==> config.mk <==
export PLATFORM = sky130hd
export DESIGN_NAME = rdmah_unit
export DESIGN_NICKNAME = d
export VERILOG_FILES = /design/src/rtl/rdmah_pkg.sv /design/src/rtl/rdmah_lane_mul.sv /design/src/rtl/rdmah_acc.sv /design/src/rtl/rdmah_unit.sv
export SDC_FILE = /design/constraint.sdc
export NUM_CORES = 2
export LEC_CHECK = 0
export ABC_AREA = 0
export BUFFER_PORTS_ARGS = -buffer_cell sky130_fd_sc_hd__buf_2
export CORE_MARGIN = 4
export CORE_UTILIZATION = 50
export CTS_BUF_LIST = sky130_fd_sc_hd__clkbuf_2
export CTS_CLUSTER_SIZE = 20
export DETAILED_ROUTE_END_ITERATION = 7
export PLACE_DENSITY_LB_ADDON = 0.3
export SLEW_MARGIN = 20
export SYNTH_ARGS = -nofsm -noshare
export SYNTH_HDL_FRONTEND = slang
export SYNTH_SLANG_ARGS = --single-unit
==> constraint.sdc <==
create_clock -name clk -period 34.1 [get_ports clk]
set_clock_uncertainty 0.05 [all_clocks]
set_input_delay 1.705 -clock clk [delete_from_list [all_inputs] [get_ports clk]]
set_output_delay 1.705 -clock clk [all_outputs]
set_load 0.005 [all_outputs]
==> src/rtl/rdmah_pkg.sv <==
package rdmah_pkg;

  typedef enum logic [1:0] {
    ST_IDLE = 2'd0,
    ST_RUN  = 2'd1,
    ST_DONE = 2'd2
  } rdmah_state_e;

  typedef struct packed {
    logic is_signed;
    logic xchg;
    logic sub_odd;
  } rdmah_mode_t;

endpackage

==> src/rtl/rdmah_lane_mul.sv <==
module rdmah_lane_mul
  import rdmah_pkg::*;
#(
  parameter int EW    = 32,
  parameter int LANES = 4,
  parameter int ACC_W = 72
) (
  input  logic [EW*LANES-1:0]        vec_n,
  input  logic [EW*LANES-1:0]        vec_m,
  input  logic [$clog2(LANES)-1:0]   lane_idx,
  input  rdmah_mode_t                mode,
  output logic [ACC_W-1:0]           term
);
  localparam int LW = $clog2(LANES);
  localparam int PW = 2*EW + 2;

  logic [LW-1:0]        n_idx;
  logic [EW-1:0]        op_a;
  logic [EW-1:0]        op_b;
  logic signed [EW:0]   ext_a;
  logic signed [EW:0]   ext_b;
  logic signed [PW-1:0] prod;

  // exchange pairs lane e with its neighbour e^1 on the first vector
  assign n_idx = lane_idx ^ LW'(mode.xchg);
  assign op_a  = vec_n[n_idx*EW +: EW];
  assign op_b  = vec_m[lane_idx*EW +: EW];

  // one extra bit selects sign or zero extension
  assign ext_a = $signed({mode.is_signed & op_a[EW-1], op_a});
  assign ext_b = $signed({mode.is_signed & op_b[EW-1], op_b});
  assign prod  = ext_a * ext_b;
  assign term  = {{(ACC_W-PW){prod[PW-1]}}, prod};

endmodule

==> src/rtl/rdmah_acc.sv <==
module rdmah_acc #(
  parameter int ACC_W = 72,
  parameter int GUARD = 8
) (
  input  logic                   clk,
  input  logic                   rst_n,
  input  logic                   load,
  input  logic [ACC_W-GUARD-1:0] seed,
  input  logic                   step,
  input  logic                   lane_act,
  input  logic                   negate,
  input  logic [ACC_W-1:0]       term,
  output logic [ACC_W-1:0]       acc_q
);
  localparam logic [ACC_W-1:0] RND = ACC_W'(1) << (GUARD-1);

  logic [ACC_W-1:0] addend;

  assign addend = negate ? (~term + ACC_W'(1)) : term;

  always_ff @(posedge clk or negedge rst_n) begin
    if (!rst_n) begin
      acc_q <= '0;
    end else if (load) begin
      acc_q <= {seed, {GUARD{1'b0}}};
    end else if (step && lane_act) begin
      acc_q <= acc_q + addend + RND;  // wraps modulo 2^ACC_W
    end
  end

  // an inactive lane leaves the sum untouched
  p_skip_lane_r8: assert property (@(posedge clk) disable iff (!rst_n)
    (step && !lane_act && !load) |=> $stable(acc_q));

  // a zero product still adds the rounding constant
  p_round_step_r7: assert property (@(posedge clk) disable iff (!rst_n)
    (step && lane_act && !load && term == '0) |=> acc_q == $past(acc_q) + RND);

  // a load places the seed above the guard bits
  p_seed_load_r9: assert property (@(posedge clk) disable iff (!rst_n)
    load |=> acc_q == {$past(seed), {GUARD{1'b0}}});

endmodule

==> src/rtl/rdmah_unit.sv <==
module rdmah_unit
  import rdmah_pkg::*;
#(
  parameter int EW    = 32,
  parameter int LANES = 4,
  parameter int GUARD = 8
) (
  input  logic                  clk,
  input  logic                  rst_n,
  input  logic                  in_valid,
  output logic                  in_ready,
  input  logic [EW*LANES-1:0]   in_vec_n,
  input  logic [EW*LANES-1:0]   in_vec_m,
  input  logic [2*EW-1:0]       in_seed,
  input  logic [EW*LANES/8-1:0] in_pred,
  input  logic                  in_signed,
  input  logic                  in_xchg,
  input  logic                  in_sub,
  output logic                  res_valid,
  input  logic                  res_ready,
  output logic [EW-1:0]         res_hi,
  output logic [EW-1:0]         res_lo,
  output logic                  res_illegal
);
  localparam int VW    = EW*LANES;
  localparam int PPL   = EW/8;
  localparam int ACC_W = 2*EW + GUARD;
  localparam int LW    = $clog2(LANES);
  localparam logic [LW-1:0] LAST = LW'(LANES-1);

  rdmah_state_e     st_q;
  logic [LW-1:0]    lane_q;
  logic [VW-1:0]    vn_q;
  logic [VW-1:0]    vm_q;
  logic [LANES-1:0] act_q;
  rdmah_mode_t      mode_q;
  logic             ill_q;

  logic             accept;
  logic             illegal_in;
  logic [LANES-1:0] act_in;
  rdmah_mode_t      mode_in;
  logic             step;
  logic             lane_act;
  logic             negate;
  logic [ACC_W-1:0] term;
  logic [ACC_W-1:0] acc_q;

  // lane e is enabled by the predicate bit of its lowest byte
  for (genvar g = 0; g < LANES; g++) begin : g_pred
    assign act_in[g] = in_pred[g*PPL];
  end

  assign in_ready   = (st_q == ST_IDLE);
  assign accept     = in_valid && in_ready;
  assign illegal_in = !in_signed && (in_xchg || in_sub);
  assign mode_in    = '{is_signed: in_signed, xchg: in_xchg, sub_odd: in_sub};

  always_ff @(posedge clk or negedge rst_n) begin
    if (!rst_n) begin
      st_q   <= ST_IDLE;
      lane_q <= '0;
      vn_q   <= '0;
      vm_q   <= '0;
      act_q  <= '0;
      mode_q <= '0;
      ill_q  <= 1'b0;
    end else begin
      unique case (st_q)
        ST_IDLE: if (accept) begin
          vn_q   <= in_vec_n;
          vm_q   <= in_vec_m;
          act_q  <= act_in;
          mode_q <= mode_in;
          ill_q  <= illegal_in;
          lane_q <= '0;
          st_q   <= illegal_in ? ST_DONE : ST_RUN;
        end
        ST_RUN: begin
          lane_q <= lane_q + LW'(1);
          if (lane_q == LAST) st_q <= ST_DONE;
        end
        ST_DONE: if (res_ready) st_q <= ST_IDLE;
        default: st_q <= ST_IDLE;
      endcase
    end
  end

  assign step     = (st_q == ST_RUN);
  assign lane_act = act_q[lane_q];
  assign negate   = mode_q.sub_odd & lane_q[0];  // odd lanes subtract

  rdmah_lane_mul #(.EW(EW), .LANES(LANES), .ACC_W(ACC_W)) u_mul (
    .vec_n    (vn_q),
    .vec_m    (vm_q),
    .lane_idx (lane_q),
    .mode     (mode_q),
    .term     (term)
  );

  rdmah_acc #(.ACC_W(ACC_W), .GUARD(GUARD)) u_acc (
    .clk      (clk),
    .rst_n    (rst_n),
    .load     (accept),
    .seed     (in_seed),
    .step     (step),
    .lane_act (lane_act),
    .negate   (negate),
    .term     (term),
    .acc_q    (acc_q)
  );

  assign res_valid   = (st_q == ST_DONE);
  assign res_hi      = acc_q[ACC_W-1 -: EW];
  assign res_lo      = acc_q[GUARD +: EW];
  assign res_illegal = ill_q;

  // once accepted, no further operation is taken until consumed
  p_busy_after_accept_r12: assert property (@(posedge clk) disable iff (!rst_n)
    accept |=> !in_ready);

  // a stalled result is held unchanged
  p_hold_result_r2: assert property (@(posedge clk) disable iff (!rst_n)
    (res_valid && !res_ready) |=> (res_valid && $stable(res_hi)
                                   && $stable(res_lo) && $stable(res_illegal)));

  // a legal operation is never answered on the next edge
  p_no_early_result_r2: assert property (@(posedge clk) disable iff (!rst_n)
    (accept && !illegal_in) |=> !res_valid);

  // an illegal mode is flagged at once with the seed as result
  p_illegal_flag_r11: assert property (@(posedge clk) disable iff (!rst_n)
    (accept && illegal_in) |=> (res_valid && res_illegal
                                && {res_hi, res_lo} == $past(in_seed)));

  // ready and valid never overlap
  p_exclusive_hs_r1: assert property (@(posedge clk) disable iff (!rst_n)
    !(in_ready && res_valid));

endmodule

* Word level (Yosys, flattened, before mapping)
Cells that the tools add are included.
Word-level totals: flip-flop bits (word level) 340, output and inout bits 67
Cells by class: $add $sub $neg 4, multipliers 1, order comparisons 1, eq/ne operators 6, shift-type cells 2, mux-type cells 12, bitwise gates (word level) 5, reductions and logical operators 11
Operators by type and width (count):
- 128-bit by 8-bit variable part select with 32-bit output | 2
- 72-bit 2-to-1 mux | 3
- 72-bit by 1-bit adder with 72-bit output (second input constant) | 1
- 72-bit adder | 1
- 72-bit by 8-bit adder with 72-bit output (second input constant) | 1
- 72-bit inverter | 1
- 33-bit by 33-bit multiplier with 66-bit output | 1
- 2-bit 2-to-1 mux | 5
- 2-bit one-hot mux with 3 select lines | 1
- 2-bit == test (second input constant) | 2
- 2-bit by 1-bit != test with 1-bit output (second input constant) | 2
- 2-bit one-hot mux with 2 select lines | 1
- 2-bit AND reduction | 2
- 2-bit nonzero test | 2
- 1-bit AND | 3
- 1-bit logical AND | 3
- 2-bit by 3-bit < comparator with 1-bit output (second input constant) | 1
- 3-bit AND reduction | 1
- 2-bit by 1-bit adder with 2-bit output (second input constant) | 1
- 1-bit binary-select mux with 2-bit select | 1
- 2-bit by 1-bit == test with 1-bit output (second input constant) | 1
- 2-bit logical NOT | 1
- 2-bit != test (second input constant) | 1
- 2-bit by 1-bit XOR with 2-bit output | 1
- other kinds (3) | 3

* Longest topological paths before layout
word-level depth 11, depth in mapped cells 55, depth with buffers taken out 48

* Modules after synthesis
A second synthesis with hierarchy kept.
Second synthesis, totals: cell total of the unflattened synthesis 6485, area total of the unflattened synthesis 60899.7 µm²
Modules (own cells, without submodules):
- rdmah_lane_mul | times used 1, cells each 4594, area an instance 39760.6 µm², seq. area each 0.0 µm²
- rdmah_unit | times used 1, cells each 579, area an instance 11105.7 µm², seq. area each 6706.4 µm²
- rdmah_acc | times used 1, cells each 1312, area an instance 10033.4 µm², seq. area each 1801.7 µm²

* Worst setup path before layout
No wires, ideal clock.
path kind register -> register, from reg lane_q[0], to reg u_acc.acc_q[69], arrival time 12.876 ns, required time 33.927 ns, setup slack 21.051 ns, cell stages (with the launch flop) 49, cells stage by stage dfrtp_1 > clkbuf_1 > buf_1 > buf_1 > buf_1 > mux2_2 > o21ai_1 > clkbuf_1 > nor2_1 > fa_1 > fa_1 > inv_1 > fa_1 > inv_1 > fa_1 > fa_1 > fa_1 > fa_1 > [13 not listed] > nor2b_1 > a21oi_1 > xnor2_1 > ha_1 > ha_1 > clkbuf_1 > a21o_1 > a21o_1 > a21oi_1 > o21ai_0 > o31ai_1 > a21oi_1 > a221oi_1 > o21ai_0 > a21o_1 > a21oi_1 > mux2i_1 > nor3_1
On the way: cells in the longest elaborated chain, start to end 11, elaborated cells between the ends (all ways) 18
Ends and longest elaborated chain:
- start: declaration | line rdmah_unit.sv:32 | logic [LW-1:0] lane_q;
- start signal: assignment | line rdmah_unit.sv:80 | lane_q <= lane_q + LW'(1);
- 2-bit by 1-bit XOR with 2-bit output | line rdmah_lane_mul.sv:25 | assign n_idx = lane_idx ^ LW'(mode.xchg);
- 128-bit by 8-bit variable part select with 32-bit output | line rdmah_lane_mul.sv:26 | assign op_a = vec_n[n_idx*EW +: EW];
- 1-bit AND | line rdmah_lane_mul.sv:30 | assign ext_a = $signed({mode.is_signed & op_a[EW-1], op_a});
- 33-bit by 33-bit multiplier with 66-bit output | line rdmah_lane_mul.sv:32 | assign prod = ext_a * ext_b;
- 72-bit inverter | line rdmah_acc.sv:19 | assign addend = negate ? (~term + ACC_W'(1)) : term;
- 72-bit by 1-bit adder with 72-bit output | line rdmah_acc.sv:19
- 72-bit 2-to-1 mux | line rdmah_acc.sv:19
- 72-bit adder | line rdmah_acc.sv:27 | acc_q <= acc_q + addend + RND;
- 72-bit by 8-bit adder with 72-bit output | line rdmah_acc.sv:27
- 72-bit 2-to-1 mux | line rdmah_acc.sv:26 | end else if (step && lane_act) begin
- 72-bit 2-to-1 mux | line rdmah_acc.sv:24 | end else if (load) begin
- end signal: assignment | line rdmah_acc.sv:25 | acc_q <= {seed, {GUARD{1'b0}}};
- end signal: assignment | line rdmah_acc.sv:27
- end: declaration | line rdmah_acc.sv:13 | output logic [ACC_W-1:0] acc_q
Several ways; a longest one is shown, not always the timed one. The select of a mux whose other input is x is not followed. A chain may end at the register's enable or synchronous reset.

* Worst setup path in the final report
Same ends and word-level chain as after synthesis.

==> summary.md <==
| Metric | Value |
|---|---|
| Initial antenna violation count | 9 |
| Post-CTS sizing | 0 |
| Hold Startpoint | vn_q[124] |
| CTS sink count | 340 |
| Avg Inst Size Synth | 8.523 um^2 |
| Yosys cell types | 96 |
| Worst Tran Pin Value | 1214 ps |
| Final Hold Fails | 0 |
| Post-route setup TNS | 0 ps |
| Number of synthesized flops with an enable pin | 0 |
| Synth Instances | 7137 |
| TritonCTS clock tree | yes |
| Setup crit start kind | register |
| TritonCTS Buffers | 94 |
| Worst skew pair latency | 1230 ps |
| Final setup violation count | 0 |
| WP data required | 35100 ps |
| Yosys warning count | 0 |
| Post-synthesis async set-or-reset flop share | 100.0% |
| DRC Markers | 0 |
| I/O Buffers | 397 |
| Max-slew headroom | 18.79% |
| Synth Net Count | 8986 |
| Number of setup buffers added after CTS | 0 |
| Total GRT Usage | 31.20% |
| Worst reg2reg path startpoint | lane_q[0] |
| CP Class | reg -> reg |
| Vias per std cell | 5.627 |
| Max Slew Vio Count | 0 |
| Core region area | 0.1203 mm^2 |
| Total Wirelength | 196600 um |
| RSZ-0062 raised after global routing | false |
| Slowest stage delay, CP | 950 ps |
| Fin crit period | 15490 ps |
| Area grow syn2layout | 6.774% |
| Hold_buf cts | 0 |
| Final nets | 9167 |
| Endpoint class of the critical path | register |
| Routed Antenna Nets | 0 |
| Detailed Routing Iterations Pass 1 | 6 |
| Die width | 356.8 um |
| Endpoint, Worst Hold | vn_q[124] |
| Fmax | 64.57 MHz |
| Root buf cell | clkbuf_2 |
| #FFs+latches synth | 340 |
| Die area | 0.1273 mm^2 |
| Initial drt markers | 4213 |
| Min-delay worst type | reg -> reg |
| Seq/Total Area, Yosys | 13.99% |
| First-pass GRT wire length | 303400 um |
| Global placement routability congestion | 0.9660 |
| Layout cells sized above 1 | 10.38% |
| Status | finished clean |
| Vias in the first global route | 52.88k |
| Largest net degree at the start of global routing | 205 |
| Period utilization | 45.42% |
| Worst Path Arrival | 16490 ps |
| Main synth FF type | dfrtp_1 |
| Max Cap Violations | 0 |
| Worst-path clk slew | 100 ps |
| Grt ovf | 0 |
| Initial core utilization | 50.57% |
| Reg2Reg Depth | 45 |
| CP max stage cell | mux4_2 |
| Synthesized area | 0.06083 mm^2 |
| Crit path max fanout | 36 |
| Clock buffer depth | 3 |
| # rows | 127 |
| Routed len/inst | 21.85 um |
| Total number of vias | 50.63k |
| Most frequent CP cell | fa_1 |
| Reg2reg end | u_acc.acc_q[69] |
| Die span in y | 356.8 um |
| Worst reg-to-reg setup slack | 18610 ps |
| Hpwl dp | 152500 um |
| CTS H-Tree Depth | 3 |
| Worst hold path cell count | 2 |
| Ports | 410 |
==> metrics by stage <==
stage | instance area (um^2) | instances | util, % | worst slack (ps) | hold slack (ps)
CTS | 64930 | 8993 | 53.98 | 18680 | 344.3
global placement | 64060 | 8834 | 53.26 | 18840 | 402.8
detailed placement | 64060 | 8834 | 53.26 | 18800 | 407.2
global route | 64950 | 8997 | 53.99 | 17640 | 384.1
floorplan | 60830 | 7137 | - | 21050 | 390.1
finish | 64950 | 8997 | 53.99 | 18610 | 424.3
==> layout make-up <==
| class | instances | area, um^2 |
|---|---|---|
| fill | 11290 | 55340 |
| multi-input combinational | 5191 | 46220 |
| sequential | 340 | 8516 |
| inverter | 1179 | 4425 |
| timing repair buffer | 512 | 2885 |
| tap | 1612 | 2017 |
| clock buffer | 132 | 660.6 |
| clock inverter | 27 | 210.2 |
| antenna | 4 | 10.01 |
==> cell families after synthesis <==
kind of cell	count (synthesis)	share of synthesized area [%]
AOI/OAI and AO/OA	792	8.442
adders and majority gates	1506	45.12
and+or+nand+nor	2637	17.85
buffers and inverters	1606	10.33
muxes	67	1.539
xor gates and xnor gates	189	2.721
DFF	340	13.99
==> routing by layer <==
metal,up-vias,global-route usage [%],wire length (um)
li1,22220,-,-
met1,25360,39.10,73600
met2,2425,49.42,90120
met3,622,8.476,19990
met4,2,16.85,12900
met5,-,0,12
==> how the worst max path moves through the flow <==
stage	startpoint	end	slack (ps)	depth (start not counted)
floorplan	lane_q[0]	u_acc.acc_q[69]	21050	48
global placement	lane_q[0]	u_acc.acc_q[59]	18840	43
detailed placement	lane_q[0]	u_acc.acc_q[59]	18800	43
CTS	lane_q[0]	u_acc.acc_q[69]	18680	45
global route	lane_q[0]	u_acc.acc_q[69]	17640	45
finish	lane_q[0]	u_acc.acc_q[69]	18610	45
==> worst max-delay path, delay by kind of cell (launching register included) <==
family	cells	cell delay (ps)
flops	1	780
fa+ha+maj	11	5280
mux	2	1150
compound gates	13	3310
simple gates	8	2250
buf+inv	8	1360
xor+xnor	3	1020
==> placed cells by master (no fill, tap or decap), drive strengths merged, types with 92 or more instances in the layout <==
cell type | Yosys | layout
nand2 | 1721 | 1721
inv | 1179 | 1184
fa | 1146 | 1146
nor2 | 533 | 533
buf | 97 | 512
ha | 360 | 360
dfrtp | 340 | 340
a21oi | 205 | 205
o21ai | 187 | 187
clkbuf | 330 | 132
xnor2 | 122 | 122
a21o | 103 | 103
and2 | 92 | 92
==> synthesized netlist by cell type (all sizes together), types with 31 or more instances <==
cell type / count / share of area (%)
and2: 92 / 0.95
ha: 360 / 7.4
nor3: 44 / 0.40
xor2: 67 / 0.96
a21oi: 205 / 1.7
o21ai: 187 / 1.5
nand2: 1721 / 11
inv: 1179 / 7.3
and3: 34 / 0.35
xnor2: 122 / 1.8
dfrtp: 340 / 14
fa: 1146 / 38
buf: 97 / 1.0
clkbuf: 330 / 2.0
nand4: 37 / 0.39
a21o: 103 / 1.3
nor2: 533 / 3.3
nand3: 66 / 0.54
o21a: 62 / 0.77
nand2b: 31 / 0.32
==> state kept, by name, summed over array words and instances, names as in the netlist <==
register,count
vm_q,128
mode_q,3
u_acc.acc_q,72
vn_q,128
res_illegal,1
st_q,2
act_q,4
lane_q,2
Power is left out: the tool's default activity adds up to more than one toggle a clock period on the data nets, which glitch-free logic cannot reach.
